## config.mk

```make
export PLATFORM = sky130hd
export DESIGN_NAME = line_fill_ctrl
export DESIGN_NICKNAME = d
export VERILOG_FILES = /design/src/rtl/lfc_pkg.sv /design/src/rtl/lfc_req_ctrl.sv /design/src/rtl/lfc_beat_track.sv /design/src/rtl/lfc_restart.sv /design/src/rtl/line_fill_ctrl.sv
export SDC_FILE = /design/constraint.sdc
export NUM_CORES = 1
export LEC_CHECK = 0
export BUFFER_PORTS_ARGS = -buffer_cell sky130_fd_sc_hd__buf_2
export CELL_PAD_IN_SITES_DETAIL_PLACEMENT = 0
export CELL_PAD_IN_SITES_GLOBAL_PLACEMENT = 1
export CORE_ASPECT_RATIO = 1.75
export CORE_MARGIN = 2
export CORE_UTILIZATION = 31
export CTS_CLUSTER_SIZE = 12
export DETAILED_ROUTE_END_ITERATION = 8
export HOLD_SLACK_MARGIN = 0.1
export PLACE_DENSITY = 0.75
export SLEW_MARGIN = 15
export SYNTH_ARGS = -nofsm -noshare
export SYNTH_HDL_FRONTEND = slang
export SYNTH_SLANG_ARGS = --single-unit
```

## constraint.sdc

```tcl
create_clock -name clk -period 2.2 [get_ports clk]
set_clock_uncertainty 0.05 [all_clocks]
set_input_delay 0.66 -clock clk [delete_from_list [all_inputs] [get_ports clk]]
set_output_delay 0.66 -clock clk [all_outputs]
set_load 0.01 [all_outputs]
```

## src/rtl/lfc_pkg.sv

```systemverilog
package lfc_pkg;
    localparam int LINE_BYTES = 64;
    localparam int BEAT_BYTES = 8;
    localparam int NBEATS     = LINE_BYTES / BEAT_BYTES;
    localparam int IDX_W      = $clog2(NBEATS);
    localparam int OFS_W      = $clog2(BEAT_BYTES);
    localparam int DATA_W     = BEAT_BYTES * 8;

    typedef logic [IDX_W-1:0]  beat_idx_t;
    typedef logic [NBEATS-1:0] beat_mask_t;
    typedef logic [DATA_W-1:0] beat_data_t;

    typedef enum logic [1:0] {
        FS_IDLE,
        FS_FILL,
        FS_DONE
    } fill_state_t;

    typedef struct packed {
        logic       valid;
        beat_idx_t  idx;
        beat_data_t data;
    } beat_t;

    function automatic beat_mask_t idx_onehot(input beat_idx_t i);
        beat_mask_t m;
        m = '0;
        m[i] = 1'b1;
        return m;
    endfunction
endpackage

```

## src/rtl/lfc_req_ctrl.sv

```systemverilog
module lfc_req_ctrl
    import lfc_pkg::*;
#(
    parameter int ADDR_W = 32
) (
    input  logic              clk,
    input  logic              rst,
    input  logic              req_valid,
    input  logic [ADDR_W-1:0] req_addr,
    input  logic              linear_mode,
    input  logic              line_full,
    output fill_state_t       state,
    output beat_idx_t         crit_idx,
    output logic              accept,
    output logic              mem_req_valid,
    output beat_idx_t         mem_req_start
);
    beat_idx_t req_beat;

    assign req_beat = req_addr[OFS_W +: IDX_W];
    assign accept   = req_valid && (state == FS_IDLE);

    always_ff @(posedge clk) begin
        if (rst) begin
            state         <= FS_IDLE;
            crit_idx      <= '0;
            mem_req_valid <= 1'b0;
            mem_req_start <= '0;
        end else begin
            mem_req_valid <= accept;
            if (accept) begin
                crit_idx      <= req_beat;
                mem_req_start <= linear_mode ? '0 : req_beat;
            end
            case (state)
                FS_IDLE: if (accept)    state <= FS_FILL;
                FS_FILL: if (line_full) state <= FS_DONE;
                FS_DONE:                state <= FS_IDLE;
                default:                state <= FS_IDLE;
            endcase
        end
    end
endmodule

```

## src/rtl/lfc_beat_track.sv

```systemverilog
module lfc_beat_track
    import lfc_pkg::*;
(
    input  logic       clk,
    input  logic       rst,
    input  logic       clear,
    input  logic       fill_active,
    input  beat_t      beat_in,
    output logic       take,
    output beat_mask_t mask,
    output beat_mask_t wr_en,
    output beat_data_t wr_data
);
    beat_mask_t hot;

    assign hot  = idx_onehot(beat_in.idx);
    assign take = beat_in.valid && fill_active && ((mask & hot) == '0);

    always_ff @(posedge clk) begin
        if (rst) begin
            mask    <= '0;
            wr_en   <= '0;
            wr_data <= '0;
        end else begin
            wr_en <= take ? hot : '0;
            if (take) wr_data <= beat_in.data;
            if (clear)     mask <= '0;
            else if (take) mask <= mask | hot;
        end
    end
endmodule

```

## src/rtl/lfc_restart.sv

```systemverilog
module lfc_restart
    import lfc_pkg::*;
(
    input  logic       clk,
    input  logic       rst,
    input  logic       take,
    input  beat_idx_t  beat_idx,
    input  beat_data_t beat_data,
    input  beat_idx_t  crit_idx,
    output logic       restart,
    output beat_data_t restart_data
);
    logic hit;

    assign hit = take && (beat_idx == crit_idx);

    always_ff @(posedge clk) begin
        if (rst) begin
            restart      <= 1'b0;
            restart_data <= '0;
        end else begin
            restart <= hit;
            if (hit) restart_data <= beat_data;
        end
    end
endmodule

```

## src/rtl/line_fill_ctrl.sv

```systemverilog
module line_fill_ctrl
    import lfc_pkg::*;
#(
    parameter int ADDR_W = 32
) (
    input  logic              clk,
    input  logic              rst,
    input  logic              req_valid,
    input  logic [ADDR_W-1:0] req_addr,
    input  logic              linear_mode,
    output logic              busy,
    output logic              mem_req_valid,
    output logic [2:0]        mem_req_start,
    input  logic              mem_beat_valid,
    input  logic [2:0]        mem_beat_idx,
    input  logic [63:0]       mem_beat_data,
    output logic              restart,
    output logic [63:0]       restart_data,
    output logic [7:0]        buf_we,
    output logic [63:0]       buf_wdata,
    input  logic [2:0]        probe_idx,
    output logic              probe_hit,
    output logic [7:0]        beat_mask,
    output logic              line_done
);
    fill_state_t state;
    beat_idx_t   crit_idx;
    logic        accept;
    logic        take;
    beat_mask_t  mask;
    beat_t       beat_in;

    assign beat_in = '{valid: mem_beat_valid, idx: mem_beat_idx, data: mem_beat_data};

    lfc_req_ctrl #(.ADDR_W(ADDR_W)) u_req (
        .clk          (clk),
        .rst          (rst),
        .req_valid    (req_valid),
        .req_addr     (req_addr),
        .linear_mode  (linear_mode),
        .line_full    (&mask),
        .state        (state),
        .crit_idx     (crit_idx),
        .accept       (accept),
        .mem_req_valid(mem_req_valid),
        .mem_req_start(mem_req_start)
    );

    lfc_beat_track u_track (
        .clk        (clk),
        .rst        (rst),
        .clear      (accept),
        .fill_active(state == FS_FILL),
        .beat_in    (beat_in),
        .take       (take),
        .mask       (mask),
        .wr_en      (buf_we),
        .wr_data    (buf_wdata)
    );

    lfc_restart u_rst (
        .clk         (clk),
        .rst         (rst),
        .take        (take),
        .beat_idx    (beat_in.idx),
        .beat_data   (beat_in.data),
        .crit_idx    (crit_idx),
        .restart     (restart),
        .restart_data(restart_data)
    );

    assign busy      = (state != FS_IDLE);
    assign line_done = (state == FS_DONE);
    assign beat_mask = mask;
    assign probe_hit = busy && mask[probe_idx];
endmodule

```

==> flow_summary.yaml, run 1 <==
logic_synthesis:
  synth_top_family_by_area: "simple AND/OR/NAND/NOR gates"
  synth_area_leaders: "dfxtp_1, nand2b_1, mux2i_1"
  synthesis.area_mm2: 0.006096
  yosys.area.top_type: "dfxtp_1"
  syn_inst: 663
  synth.area.mux_share_pct: 11.58
  synth_compound_area_share_pct: 8.436
  ys_seq_area_share_pct: 50.57
  synth_cell_type_count: 34
  synth_xor_area_share_pct: 0.4310
  synth_nets: 770
  synthSimpleGateAreaFrac_pct: 24.59
  ys_ff_latch: 154
  synthAdderAreaFrac_pct: 0
  synth_top_area_share_pct: 50.57
  synth_warnings: 0
  syn_area_per_cell_um2: 9.194
worst_setup_path:
  reg2reg_from: "u_track.mask[2]"
  critPathTopFamily: "multiplexers"
  path_class: "in -> out"
  r2r-end: "u_track.mask[0]"
  critPathRequiredTime_ns: 1.49
  crit_path_end_kind: "output port"
  cp_num_cells: 5
  worst_r2r_path_depth: 6
  crit_path_start: "probe_idx[0]"
  crit_buf_inv: 2
  cpPeakStageDelay_ns: 0.51
  worstSetupStartpointType: "primary input"
  cp-endpoint: "probe_hit"
  path_cells: "buf_8, mux4_2, mux2i_4, nor2_1, buf_2"
  r2r_slack_ns: 0.20
  worst-path-max-fanout: 2
  cp.arrival_ns: 1.63
  cp_slowest_cell: "mux4_2"
sta:
  relSlewSlack_pct: 53.98
  post-route-period-util_pct: 106.2
  fin_ws_ns: -0.1359
  grt_setup_unrepaired: "true"
  clock.fmax_ghz: 0.4281
  period_needed_ns: 2.336
  worst_pin_slew_ns: 0.6904
  setup_viol: 1
  slew_viol_final: 0
  whs_ns: 0.3999
  hold_viol_final: 0
outcome:
  status: "complete, but fails checks"
  failed_checks: "setup timing"
routing:
  drt-vias-per-instance: 4.517
  drc: 0
  wl_per_cell_um: 14.59
  first_pass_iters: 4
  ant_nets: 0
  vias: 5222
  drt-initial-drc-count: 216
  totalWireLength_mm: 16.87
global_route:
  grt_max_degree: 96
  antenna_found_initial: 1
  first_global_vias: 5121
  gr-total-overflow: 0
  grt_pass1_wl_mm: 26.19
  grtUsageTotal_pct: 16.52
run:
  cap_violations: 0
finish:
  design_area_mm2: 0.008275
  finalNonFillerCells: 1156
  synthToLayoutAreaGrowth_pct: 35.76
  layout-drive-gt1-share_pct: 34.14
  layout.nets: 1008
cts:
  cts_root_buf: "clkbuf_16"
  clk_latency_ns: 0.42
  cts_buffers: 17
  htree_levels: 4
  cts.sinks: 154
  clockBufferDepth: 2
  cts_tree: "built"
  clk_pin_slew_worst_paths_ns: 0.06
  hold_buffers: 0
place:
  gp_congestion: 0.8369
  io_buffers: 229
  place_area_mm2: 0.007651
  dp_hpwl_mm: 12.11
  place_inst: 1122
pwr:
  vdd_drop_max_uv: 456.1
  intPower_mw: 4.844
  p_per_area_mw_per_mm2: 766.8
  clockPowerShare_pct: 45.2
  p_leak_nw: 3.833
  comb_power_share_pct: 9.1
  swShare_pct: 23.66
  switching_power_mw: 1.502
  power_mw: 6.346
  pwr-share-seq_pct: 45.7
floorplan:
  core-area_mm2: 0.01920
  pin_count: 259
  row_count: 67
  die_x_um: 110
  die_h_um: 189.5
  initial_utilization_pct: 31.75
  dieArea_mm2: 0.02085
worst_hold_path:
  min_from: "u_track.wr_data[55]"
  hp-class: "reg -> reg"
[metrics by stage]
stage | utilization (%) | setup WS [ns] | setup TNS, ns
6_report | 43.11 | -0.1359 | -0.1359
5_1_grt | 43.11 | -0.1967 | -0.1967
4_1_cts | 43.04 | -0.1599 | -0.1599
3_5_place_dp | 39.86 | -0.3365 | -16.58
3_3_place_gp | 39.86 | -0.3275 | -15.08
2_1_floorplan | - | 0.04978 | 0
[sequential cells by signal, summed over array words and instances (netlist names)]
name                 cells
u_rst.restart_data      64
u_track.wr_data         64
u_track.mask             8
u_track.wr_en            8
u_req.crit_idx           3
u_req.mem_req_start      3
u_req.state              2
u_req.mem_req_valid      1
u_rst.restart            1
[kinds of logic after synthesis]
group                  count (synthesis)
AND/OR/NAND/NOR                      300
flip-flops                           154
XOR/XNOR                               3
AO/OA/AOI/OAI                         86
multiplexers                          68
buffers and inverters                 52
[worst min path at each step]
stage          slack (ns)  depth (start not counted)                   to
2_1_floorplan        0.40                          1       u_req.state[1]
3_3_place_gp         0.39                          2   u_track.wr_data[4]
3_5_place_dp         0.39                          2  u_track.wr_data[55]
4_1_cts              0.39                          2    u_req.crit_idx[1]
5_1_grt              0.40                          2    u_req.crit_idx[0]
6_report             0.40                          2  u_track.wr_data[55]
[Yosys cell counts, drive strengths merged]
cell type  count
nand3          2
mux2i         66
o31ai          2
a22o           7
nand3b         2
or3            1
o21ai          2
nor2          19
inv            5
and3b          1
o211ai         1
or2            1
xnor2          3
o311ai         1
a221oi         1
nand2        134
o41ai          1
a31oi          2
mux4           2
clkbuf        27
a21oi         67
dfxtp        154
buf           20
nand2b       132
nor3           2
a221o          1
nor2b          3
nor4b          1
a41oi          1
nand4          2
[worst min-delay path, stage by stage (launching register included)]
cell	delay, ns
dfxtp_1	0.30
nand2_1	0.05
a21oi_1	0.05
[repair_timing]
action | 4_1_cts | 5_1_grt
endpoints found under the setup margin | 1 | 1
gates resized for setup | 11 | 1
pin swaps | 1 | 1
setup buffers | 1 | 1
[layout by cell type, fill, tap and decap left out, drive strengths merged, types with 3 or more instances in the layout]
cell type,synthesis,final
buf,20,266
dfxtp,154,154
nand2,134,134
nand2b,132,132
a21oi,67,67
mux2i,66,66
clkbuf,27,20
nor2,19,19
a22o,7,7
clkinv,0,6
inv,5,5
clkinvlp,0,4
nor2b,3,3
xnor2,3,3
[power by group through the flow]
stage	clock network (mW)	registers, mW	logic [mW]
2_1_floorplan	0	2.99	0.283
4_1_cts	2.96	2.90	0.590
6_report	2.87	2.90	0.580
3_3_place_gp	0	2.96	0.583
3_5_place_dp	0	2.96	0.586
5_1_grt	3.08	2.91	0.643
[cell type report]
| type | count | area (um2) |
|---|---|---|
| Clock inverter | 12 | 123.9 |
| Tap cell | 241 | 301.5 |
| Clock buffer | 20 | 456.7 |
| Fill cell | 1992 | 10920 |
| Inverter | 5 | 18.77 |
| Multi-Input combinational cell | 457 | 2766 |
| Antenna cell | 1 | 2.502 |
| Sequential cell | 154 | 3094 |
| Timing Repair Buffer | 266 | 1511 |
[layer usage]
metal  vias up  share of wire (%)  global-route usage, %
met5         -                  0                      0
met4         0                2.4                  6.719
met3        28                4.8                  4.441
met2       143                 57                  31.26
met1      2415                 36                  16.34
li1       2636                  -                      -
No activity file was read; power rests on OpenSTA's default activity.
==> run 2, diff against run 1 <==
- ABC_AREA: unset -> 1
- PLACE_DENSITY: 0.75 -> 0.76
- SYNTH_HIERARCHICAL: unset -> 1
==> flow_summary.yaml, run 2 <==
sta:
  post-route-period-util_pct: 95.07
  hold_viol_final: 0
  clock.fmax_ghz: 0.4781
  setup_viol: 0
  worst_pin_slew_ns: 0.4871
  relSlewSlack_pct: 67.53
  period_needed_ns: 2.092
  setup_tns_ns: 0
  slew_viol_final: 0
routing:
  wl_per_cell_um: 13.85
  drt-vias-per-instance: 4.373
  ant_nets: 0
  drc: 0
  first_pass_iters: 4
  vias: 6791
  totalWireLength_mm: 21.51
  drt-initial-drc-count: 318
worst_hold_path:
  min_path_cells: 2
  hp-class: "reg -> reg"
worst_setup_path:
  crit_path_end_kind: "output port"
  worstSetupStartpointType: "flop"
  critPathRequiredTime_ns: 1.49
  cp.arrival_ns: 1.38
  worst-path-max-fanout: 4
  worst_r2r_path_depth: 11
  path_class: "reg -> out"
global_route:
  grtUsageTotal_pct: 17.85
  grt_pass1_wl_mm: 32.75
  grt_max_degree: 71
  gr-total-overflow: 0
  antenna_found_initial: 2
  first_global_vias: 6334
logic_synthesis:
  syn_area_per_cell_um2: 6.826
  synthSimpleGateAreaFrac_pct: 34.23
  synthAdderAreaFrac_pct: 0
  synth_warnings: 6
  synth_edf_count: 0
  yosysMostFrequentCell: "nor2_1"
  yosys.area.top_type: "dfxtp_1"
  synthesis.area_mm2: 0.006949
  synth_top_area_share_pct: 44.36
  syn_inst: 1018
  synth_xor_area_share_pct: 0
  ys.flop_type: "dfxtp_1"
  synth_area_leaders: "dfxtp_1, nor2_1, nand3_1"
  ys_ff_latch: 154
  synth_nets: 1125
  synth.area.mux_share_pct: 0
  ys_seq_area_share_pct: 44.36
  synth_top_family_by_area: "simple AND/OR/NAND/NOR gates"
  synthTopCellsByCount: "nor2_1, inv_1, nand2_1"
  synth_compound_area_share_pct: 5.906
  synth_cell_type_count: 24
  async_flop_share_pct: 0
place:
  gp_congestion: 0.8536
  place_area_mm2: 0.008422
  place_inst: 1515
  io_buffers: 229
  dp_hpwl_mm: 14.85
cts:
  clockBufferDepth: 2
  clk_latency_ns: 0.43
  clk_pin_slew_worst_paths_ns: 0.06
  htree_levels: 4
  cts_buffers: 17
  hold_buffers: 0
  cts_tree: "built"
  cts_root_buf: "clkbuf_16"
  cts.sinks: 154
floorplan:
  row_count: 72
  core-area_mm2: 0.02207
  die_x_um: 117.2
  dieArea_mm2: 0.02368
  pin_count: 259
  die_h_um: 202.1
  initial_utilization_pct: 31.49
finish:
  final_cell_mix: "buf_2, nor2_1, inv_1, nand2_1, dfxtp_1"
  finalNonFillerCells: 1553
  design_area_mm2: 0.009146
  final_common_cell: "buf_2"
  layout.nets: 1350
  largest_registers: "u_rst/restart_data x64, u_track/wr_data x64"
  synthToLayoutAreaGrowth_pct: 31.62
  layout-drive-gt1-share_pct: 26.14
  final_util_pct: 41.44
run:
  cap_violations: 0
pwr:
  p_per_area_mw_per_mm2: 766.2
  p_leak_nw: 4.846
  vdd_drop_max_uv: 440.5
  power_mw: 7.008
outcome:
  status: "finished, final reports clean"
-- run 2: cell types whose count changed after synthesis, sizes merged, moves of 5 or more --
cell    previous run  this run
buf               20        61
mux2i             66         0
nand3              2       152
a21oi             67        79
nor3               2         7
nand2            134       164
a22o               7         0
clkbuf            27         4
nor2              19       217
inv                5       168
nand2b           132         0
nand4              2         8
-- run 2: logic make-up (layout without fill, tap and decap cells) --
family                 after synthesis  after routing
AND/OR/NAND/NOR                    551            551
flip-flops                         154            154
AO/OA/AOI/OAI                       80             80
buffers and inverters              233            470
other                                0              2
-- run 2: worst paths after layout --
path / from / end / slack (ns)
hold / removal: u_req/mem_req_start[2] / u_req/mem_req_start[2] / 0.41
hold reg to reg: u_req/mem_req_start[2] / u_req/mem_req_start[2] / 0.41
setup reg to reg: u_req/state[1] / u_rst/restart_data[41] / 0.20
setup / recovery: u_track/mask[0] / probe_hit / 0.11
-- run 2: layout make-up --
type | instances | area (um2)
well taps | 296 | 370.4
fillers | 2392 | 12920
clock buffers | 19 | 452.9
clock inverters | 12 | 172.7
flip-flops and latches | 154 | 3085
multi-input cells | 631 | 2795
diodes | 2 | 5.005
inverters | 168 | 630.6
repair buffers | 271 | 1634
-- run 2: through the flow --
| stage | setup slack, ns | hold slack [ns] |
|---|---|---|
| final | 0.1084 | 0.4148 |
| after CTS | 0.04097 | 0.4161 |
| after detailed placement | -0.3110 | 0.4064 |
| after floorplan | 0.02878 | 0.4031 |
| after global placement | -0.2632 | 0.4047 |
| after global routing | -0.002430 | 0.4425 |
-- run 2: what timing repair did --
action,4_1_cts,5_1_grt
setup buffers,0,3
resized for setup,1,2
endpoints found under the setup margin,1,3
endpoints found under the hold margin,0,0
cloned,0,2
pin swaps,0,2
-- run 2: worst max-delay path, cell delays in order, from the launching register on --
cell	delay, ns
dfxtp_1	0.35
buf_4	0.14
inv_1	0.05
nand2_1	0.05
nand3_1	0.06
nand2_1	0.06
nor2_1	0.04
nor2_1	0.08
buf_2	0.13
-- run 2: metal layers --
layer	wire length, um	GRT usage (%)
met5	0	0
met4	806	8.908
met3	966	4.318
met2	11540	32.92
met1	8196	18.05
-- run 2: where the power goes --
group | internal, mW | total, mW | switching, mW
combinational | 0.351 | 0.922 | 0.572
clock | 1.94 | 3.13 | 1.19
sequential | 2.90 | 2.95 | 0.0536
total | 5.20 | 7.01 | 1.81
